<file path="src/rtl/dpwm_pkg.sv">
`timescale 1ns/1ps
package dpwm_pkg;
    localparam int CNT_W   = 7;                 // period = 2**CNT_W ticks
    localparam int WIDTH_W = 8;
    localparam int DEAD_W  = 3;
    localparam int PRE_W   = 2;
    localparam logic [CNT_W-1:0] CNT_LAST = {CNT_W{1'b1}};

    typedef struct packed {
        logic              run;
        logic              lock;
        logic [1:0]        ps;
        logic              coarse;
        logic [DEAD_W-1:0] dead;
    } ctrl_t;

    typedef enum logic [1:0] {
        PH_OFF = 2'd0,
        PH_HI  = 2'd1,
        PH_LO  = 2'd2
    } phase_t;

    function automatic logic [PRE_W-1:0] prescale_limit(input logic [1:0] ps);
        case (ps)
            2'd0:    return 2'd0;
            2'd1:    return 2'd1;
            default: return 2'd3;
        endcase
    endfunction

    function automatic logic [WIDTH_W-1:0] load_width(input logic [WIDTH_W-1:0] w,
                                                      input logic coarse);
        return coarse ? {w[WIDTH_W-1:1], 1'b0} : w;
    endfunction
endpackage

</file>
<file path="src/rtl/dpwm_regs.sv">
`timescale 1ns/1ps
module dpwm_regs
    import dpwm_pkg::*;
(
    input  logic               clk,
    input  logic               rst,
    input  logic               wr_cs_n,
    input  logic               wr_sel,
    input  logic [WIDTH_W-1:0] wr_data,
    output logic [WIDTH_W-1:0] hold_q,
    output ctrl_t              ctrl_q
);
    always_ff @(posedge clk) begin
        if (rst) begin
            hold_q <= '0;
            ctrl_q <= '0;
        end else if (!wr_cs_n) begin
            if (wr_sel) begin
                if (!ctrl_q.lock) ctrl_q <= ctrl_t'(wr_data);
            end else begin
                hold_q <= wr_data;
            end
        end
    end
endmodule

</file>
<file path="src/rtl/dpwm_timebase.sv">
`timescale 1ns/1ps
module dpwm_timebase
    import dpwm_pkg::*;
(
    input  logic               clk,
    input  logic               rst,
    input  ctrl_t              ctrl,
    input  logic [WIDTH_W-1:0] hold,
    input  logic               trip_in,
    output logic               boundary,
    output logic [WIDTH_W-1:0] active_q,
    output phase_t             tgt
);
    logic [PRE_W-1:0] pre_q;
    logic [CNT_W-1:0] cnt_q;
    logic             trl_q;
    logic             tick;
    logic             en;

    assign tick     = pre_q >= prescale_limit(ctrl.ps);
    assign boundary = tick && (cnt_q == CNT_LAST);
    assign en       = ctrl.run && !trip_in && !trl_q;

    always_comb begin
        if (!en)                                             tgt = PH_OFF;
        else if ({{(WIDTH_W-CNT_W){1'b0}}, cnt_q} < active_q) tgt = PH_HI;
        else                                                 tgt = PH_LO;
    end

    always_ff @(posedge clk) begin
        if (rst) begin
            pre_q    <= '0;
            cnt_q    <= '0;
            active_q <= '0;
            trl_q    <= 1'b0;
        end else begin
            trl_q <= trip_in || (trl_q && !boundary);
            if (tick) begin
                pre_q <= '0;
                cnt_q <= cnt_q + 1'b1;
                if (boundary) active_q <= load_width(hold, ctrl.coarse);
            end else begin
                pre_q <= pre_q + 1'b1;
            end
        end
    end
endmodule

</file>
<file path="src/rtl/dpwm_deadband.sv">
`timescale 1ns/1ps
module dpwm_deadband
    import dpwm_pkg::*;
(
    input  logic              clk,
    input  logic              rst,
    input  phase_t            tgt,
    input  logic [DEAD_W-1:0] dead,
    output logic              pwm_hi,
    output logic              pwm_lo
);
    phase_t            ph_q;
    logic [DEAD_W-1:0] dc_q;

    always_ff @(posedge clk) begin
        if (rst) begin
            ph_q <= PH_OFF;
            dc_q <= '0;
        end else if (tgt != ph_q) begin
            ph_q <= tgt;
            dc_q <= dead;
        end else if (dc_q != '0) begin
            dc_q <= dc_q - 1'b1;
        end
    end

    assign pwm_hi = (ph_q == PH_HI) && (dc_q == '0);
    assign pwm_lo = (ph_q == PH_LO) && (dc_q == '0);
endmodule

</file>
<file path="src/rtl/dpwm_unit.sv">
`timescale 1ns/1ps
module dpwm_unit
    import dpwm_pkg::*;
(
    input  logic       clk,
    input  logic       rst,
    input  logic       wr_cs_n,
    input  logic       wr_sel,
    input  logic [7:0] wr_data,
    input  logic       trip_in,
    output logic       pwm_hi,
    output logic       pwm_lo
);
    logic [WIDTH_W-1:0] hold_q;
    ctrl_t              ctrl_q;
    logic               boundary;
    logic [WIDTH_W-1:0] active_q;
    phase_t             tgt;

    dpwm_regs u_regs (
        .clk(clk), .rst(rst), .wr_cs_n(wr_cs_n), .wr_sel(wr_sel),
        .wr_data(wr_data), .hold_q(hold_q), .ctrl_q(ctrl_q)
    );

    dpwm_timebase u_tb (
        .clk(clk), .rst(rst), .ctrl(ctrl_q), .hold(hold_q), .trip_in(trip_in),
        .boundary(boundary), .active_q(active_q), .tgt(tgt)
    );

    dpwm_deadband u_db (
        .clk(clk), .rst(rst), .tgt(tgt), .dead(ctrl_q.dead),
        .pwm_hi(pwm_hi), .pwm_lo(pwm_lo)
    );
endmodule

</file>
<file path="config.mk">
export PLATFORM = sky130hd
export DESIGN_NAME = dpwm_unit
export DESIGN_NICKNAME = d
export VERILOG_FILES = /design/src/rtl/dpwm_pkg.sv /design/src/rtl/dpwm_regs.sv /design/src/rtl/dpwm_timebase.sv /design/src/rtl/dpwm_deadband.sv /design/src/rtl/dpwm_unit.sv
export SDC_FILE = /design/constraint.sdc
export NUM_CORES = 1
export LEC_CHECK = 0
export ABC_CLOCK_PERIOD_IN_PS = 3700
export CAP_MARGIN = 10
export CORE_MARGIN = 10
export CORE_UTILIZATION = 60
export DETAILED_ROUTE_END_ITERATION = 12
export HOLD_SLACK_MARGIN = 0.15
export PLACE_DENSITY = 0.82
export SKIP_LAST_GASP = 1
export SLEW_MARGIN = 15
export SYNTH_ARGS = -nofsm -noshare
export SYNTH_HDL_FRONTEND = slang
export SYNTH_SLANG_ARGS = --single-unit
</file>
<file path="constraint.sdc">
create_clock -name clk -period 3.7 [get_ports clk]
set_input_delay 0.555 -clock clk [delete_from_list [all_inputs] [get_ports clk]]
set_output_delay 0.555 -clock clk [all_outputs]
set_load 0.05 [all_outputs]
</file>
==> flow_summary.toml, run 1 <==
[cells_and_area]
nets = 259
syn2layout_area_growth_pct = 12.3
fin_area_sq_um = 2190
antennaDiodeCount = 0
drive_gt1_share_pct = 6.78

[power]
p_leak_nw = 0.859
power_frac_clock_pct = 30.1
power_density_nw_per_um2 = 461
p_sw_mw = 0.289
p_total_mw = 1.01
p_seq_share_pct = 46.5
p_int_mw = 0.720
irDropWorstVdd_v = 0.000304
swShare_pct = 28.6
comb_power_share_pct = 23.4

[setup_path]
r2r_slack_ns = 1.48
critPathCaptureType = "primary output"
crit_chain = "inv_1, ha_1, ha_1, and3b_1, clkdlybuf4s50_1"
crit_type = "flip-flop to primary output"
crit_buf_inv = 2
required_ns = 3.14
path_delay_family = "buffers and inverters"
cp_max_fo = 7
max_stage_delay_ns = 0.80
crit_arrival_ns = 2.18
start_kind = "flip-flop"
path_common_cell = "ha_1"
cp_slowest_cell = "clkdlybuf4s50_1"

[clock_network]
cts_htree_levels = 2
clk_pin_slew_ns = 0.12
cts_setup_buffers = 0
ctsResizeCount = 0
clk_latency_ns = 0.36
clock_path_buffers = 2
cts_tree = "built"
cts_hold_buf = 0
cts_root_buf = "clkbuf_4"
numCtsBuffers = 5
numClockSinks = 39

[synthesis]
yosysSeqAreaShare_pct = 40.1
synth_commonest_cells = "39 x dfxtp_1, 32 x nor2_1, 15 x a21oi_1"
post_synth_num_cell_types = 40
avgSynthCellArea_sq_um = 8.70
synth_area_leaders = "dfxtp_1 40%, mux2i_1 7.2%, ha_1 7.1%, nor2_1 6.2%, a21oi_1 3.9%"
ys_async_sr_fraction_pct = 0
syn_inst = 224
synth.cell_area_sq_um = 1950
synth_edf_count = 0
synth.net_count = 248
synth_flop_cell = "dfxtp_1"
synth_top_area_cell = "dfxtp_1"
synth_top_area_share_pct = 40.1
ys_ff_latch = 39
ys_warn_count = 0
synth_most_common_cell = "dfxtp_1"

[place]
dp_hpwl_um = 2750
io_buffers = 14
gp_congestion = 0.847
placed_cell_area_sq_um = 2100

[floorplan]
coreArea_sq_um = 3080
start_util_pct = 63.3
ios = 15
die_area_sq_um = 5930
die_w_um = 77.0
fp.dieH_um = 77.0
std_cell_rows = 20

[flow_run]
maxCapViolations = 0

[drt]
drt_iter0_drc = 165
drt_pre_antenna_iters = 4
vias = 1605
wl_um = 3780
viasPerCell = 5.73
ant_nets = 0
drcViolationCount = 0
wl_per_cell_um = 13.5

[timing]
worst_slew_pin_slew_ns = 0.533
fin_skew_ns = 0.0123
period_share_pct = 73.8
fin_crit_ns = 2.73
slew_violations = 0
fin_setup_tns_ns = 0
slew_headroom_pct = 64.4
fmax_ghz = 0.366
rsz0062_at_grt = "no"
hold_violations = 0
finalSetupViolCount = 0

[global_routing]
grt_pass1_wl_um = 6600
track_usage_pct = 13.2
grt_max_degree = 35
grt_pass1_vias = 1507
antenna_found_initial = 0
grt-ovfl-total = 0

[run_status]
status = "finished, final reports clean"

[worst_hold_path]
hp-class = "flip-flop to flip-flop"
-- layout by cell type, fill, tap and decap left out, types with 6 or more instances in the layout --
cell,n
a21oi_1,15
clkdlybuf4s50_1,14
dfxtp_1,39
ha_1,11
inv_1,12
mux2i_1,14
nand2_1,14
nand4_1,8
nor2_1,32
o21ai_0,8
xor2_1,6
-- worst paths after layout --
path	cells past startpoint	from	to
max	5	u_db.dc_q[0]$_SDFFE_PP0P_	pwm_lo
min	2	u_tb.active_q[0]$_SDFFE_PP0P_	u_tb.active_q[0]$_SDFFE_PP0P_
max reg2reg	8	u_regs.ctrl_q[5]$_SDFFE_PP0P_	u_tb.active_q[0]$_SDFFE_PP0P_
min reg2reg	2	u_tb.active_q[0]$_SDFFE_PP0P_	u_tb.active_q[0]$_SDFFE_PP0P_
-- worst register-to-register path, delay by kind of cell (launching register included) --
kind,cells,cell delay (ns)
simple gates,4,0.90
flops,1,0.33
buf+inv,1,0.20
fa+ha+maj,1,0.26
compound gates,2,0.46
-- through the flow --
step | setup slack (ns) | hold WS (ns) | utilization, % | instances
after global routing | 0.839 | 0.488 | 71.1 | 280
after CTS | 0.946 | 0.461 | 71.1 | 280
final | 0.970 | 0.465 | 71.1 | 280
after detailed placement | 1.20 | 0.443 | 68.3 | 272
after global placement | 1.21 | 0.440 | 68.3 | 272
after floorplan | 1.69 | 0.427 | - | 224
-- power by group through the flow --
stage	logic [mW]	registers [mW]	clock network, mW
2_1_floorplan	0.185	0.473	0
3_3_place_gp	0.226	0.478	0
3_5_place_dp	0.232	0.478	0
4_1_cts	0.236	0.469	0.309
5_1_grt	0.263	0.473	0.326
6_report	0.236	0.469	0.304
-- area by class of cell --
cell class | instances | area (sq um)
Clock inverter | 2 | 35.0
Clock buffer | 6 | 51.3
Tap cell | 44 | 55.1
Timing Repair Buffer | 17 | 163
Sequential cell | 39 | 781
Fill cell | 244 | 891
Inverter | 12 | 45.0
Multi-Input combinational cell | 160 | 1060
-- flip-flops by register name, indices dropped and copies added, names as in the netlist --
signal         count
u_tb.pre_q         2
u_tb.trl_q         1
u_regs.hold_q      8
u_tb.active_q      8
u_db.ph_q          2
u_regs.ctrl_q      8
u_tb.cnt_q         7
u_db.dc_q          3
-- logic make-up after synthesis --
kind of cell	Yosys count	synth area share, %
buffers and inverters	25	5.65
AND/OR/NAND/NOR	84	21.9
AO/OA/AOI/OAI	43	14.5
XOR/XNOR	8	3.60
adder cells (fa/ha/maj)	11	7.06
flip-flops	39	40.1
multiplexers	14	7.19
-- per-layer routing --
layer  track usage (%)  part of all wire, %  up-vias
met2              21.0                   46       43
met1              15.0                   46      743
met5                 0                    0        -
met3              5.24                  5.6       10
met4              6.57                  2.1        0
li1                  -                    -      809
(Power assumes the default switching activity.)
==> inputs of run 2 (changes only) <==
--- a/config.mk
+++ b/config.mk
@@ -5,13 +5,13 @@
 export SDC_FILE = /design/constraint.sdc
 export NUM_CORES = 1
 export LEC_CHECK = 0
-export ABC_CLOCK_PERIOD_IN_PS = 3700
+export ABC_CLOCK_PERIOD_IN_PS = 2800
 export CAP_MARGIN = 10
 export CORE_MARGIN = 10
-export CORE_UTILIZATION = 60
+export CORE_UTILIZATION = 57
 export DETAILED_ROUTE_END_ITERATION = 12
 export HOLD_SLACK_MARGIN = 0.15
-export PLACE_DENSITY = 0.82
+export PLACE_DENSITY = 0.78
 export SKIP_LAST_GASP = 1
 export SLEW_MARGIN = 15
 export SYNTH_ARGS = -nofsm -noshare
==> constraint.sdc (replaced) <==
create_clock -name clk -period 2.8 [get_ports clk]
set_input_delay 0.42 -clock clk [delete_from_list [all_inputs] [get_ports clk]]
set_output_delay 0.42 -clock clk [all_outputs]
set_load 0.05 [all_outputs]
==> flow_summary.toml, run 2 (synthesis results as in run 1) <==
[clock_network]
cts_hold_buf = 0
cts_htree_levels = 2
cts_tree = "built"
numCtsBuffers = 5
clock_path_buffers = 2
clk_latency_ns = 0.34
clk_pin_slew_ns = 0.11
numClockSinks = 39
cts_root_buf = "clkbuf_4"
ctsResizeCount = 0
cts_setup_buffers = 0

[place]
io_buffers = 14
placed_cell_area_sq_um = 2120
dp_hpwl_um = 2890
gp_congestion = 0.888

[drt]
drt_iter0_drc = 90
vias = 1573
drt_pre_antenna_iters = 4
ant_nets = 0
wl_per_cell_um = 13.6
drcViolationCount = 0
wl_um = 3860
viasPerCell = 5.54

[floorplan]
coreArea_sq_um = 3310
fp.dieH_um = 78.5
ios = 15
die_w_um = 78.5
die_area_sq_um = 6160
std_cell_rows = 21
start_util_pct = 58.8

[timing]
finalSetupViolCount = 0
slew_violations = 0
rsz0062_at_grt = "no"
slew_headroom_pct = 66.0
worst_slew_pin_slew_ns = 0.509
fin_skew_ns = 0.00287
fin_setup_tns_ns = 0
fin_crit_ns = 2.56
hold_violations = 0
fmax_ghz = 0.391
period_share_pct = 91.3

[global_routing]
track_usage_pct = 12.8
grt_pass1_wl_um = 6640
grt-ovfl-total = 0
antenna_found_initial = 0
grt_pass1_vias = 1436
grt_max_degree = 19

[cells_and_area]
antennaDiodeCount = 0
layout_commonest_cell = "dfxtp_1"
syn2layout_area_growth_pct = 12.5
biggestRegsByFlops = "u_regs.ctrl_q: 8 flops, u_regs.hold_q: 8 flops, u_tb.active_q: 8 flops"
drive_gt1_share_pct = 7.56
fillCellCount = 300
final_cell_mix = "39 x dfxtp_1, 32 x nor2_1, 15 x a21oi_1"
fin_area_sq_um = 2190
nets = 261

[setup_path]
timing.rr.end = "u_tb.active_q[0]$_SDFFE_PP0P_"
r2r_slack_ns = 0.67
crit_arrival_ns = 2.14
cp_max_fo = 7
required_ns = 2.38
rr_worst_depth = 7
start_kind = "flip-flop"
r2r_start = "u_regs.ctrl_q[5]$_SDFFE_PP0P_"
critPathLaunch = "u_db.dc_q[0]$_SDFFE_PP0P_"
critPathCaptureType = "primary output"
crit_type = "flip-flop to primary output"
crit_path_end = "pwm_hi"

[power]
power_density_nw_per_um2 = 577
irDropWorstVdd_v = 0.000406
p_leak_nw = 0.858

[worst_hold_path]
hold_start = "u_tb.active_q[0]$_SDFFE_PP0P_"
hp-class = "flip-flop to flip-flop"

[run_status]
status = "finished, final reports clean"

[flow_run]
maxCapViolations = 0
[run 2: changes by cell type in the layout (fill, tap and decap cells not counted), sizes merged]
cell | before | now
buf | 3 | 5
clkbuf | 6 | 7
clkinv | 1 | 0
bufinv | 1 | 0
clkinvlp | 0 | 1
[run 2: worst min path at each step]
stage	end	slack (ns)	depth (start not counted)
4_1_cts	u_tb.active_q[0]$_SDFFE_PP0P_	0.48	2
6_report	u_tb.active_q[0]$_SDFFE_PP0P_	0.47	2
5_1_grt	u_tb.active_q[0]$_SDFFE_PP0P_	0.50	2
3_3_place_gp	u_tb.active_q[0]$_SDFFE_PP0P_	0.44	2
3_5_place_dp	u_tb.active_q[0]$_SDFFE_PP0P_	0.46	2
2_1_floorplan	u_tb.active_q[0]$_SDFFE_PP0P_	0.43	2
[run 2: final cells by class]
| cell class | count | area (sq um) | share of cell area (%) |
|---|---|---|---|
| repair buffers | 19 | 178 | 8.11 |
| clock inverters | 1 | 7.51 | 0.343 |
| multi-input cells | 160 | 1060 | 48.3 |
| clock buffers | 7 | 65.1 | 2.97 |
| inverters | 12 | 45.0 | 2.06 |
| flip-flops and latches | 39 | 781 | 35.6 |
| well taps | 46 | 57.6 | 2.63 |
[run 2: metrics by stage]
stage          setup slack [ns]  utilization, %  hold slack [ns]  instances  total power, mW
3_5_place_dp              0.572            64.0            0.461        276            0.947
5_1_grt                  0.0955            66.2            0.497        284             1.35
3_3_place_gp              0.593            64.0            0.443        276            0.936
6_report                  0.243            66.2            0.472        284             1.26
4_1_cts                   0.206            66.2            0.479        284             1.28
2_1_floorplan             0.814               -            0.427        224            0.869
[run 2: critical path, cell delays in order (launching register included)]
cell             delay, ns
dfxtp_1               0.34
inv_1                 0.06
ha_1                  0.14
ha_1                  0.27
nand2_1               0.08
nor2_1                0.11
clkdlybuf4s50_1       0.81
[run 2: power breakdown]
part | switching (mW) | leakage (nW) | total [mW] | internal (mW)
registers | 0.0251 | 0.318 | 0.620 | 0.595
logic | 0.167 | 0.502 | 0.315 | 0.148
clock network | 0.182 | 0.0375 | 0.329 | 0.147
total | 0.374 | 0.858 | 1.26 | 0.890
[run 2: layer usage]
layer	routed length [um]	global-route usage (%)	vias up
met5	0	0	-
met4	35	3.23	0
met3	180	3.87	6
met2	1840	21.4	27
met1	1810	15.7	738
li1	-	-	802
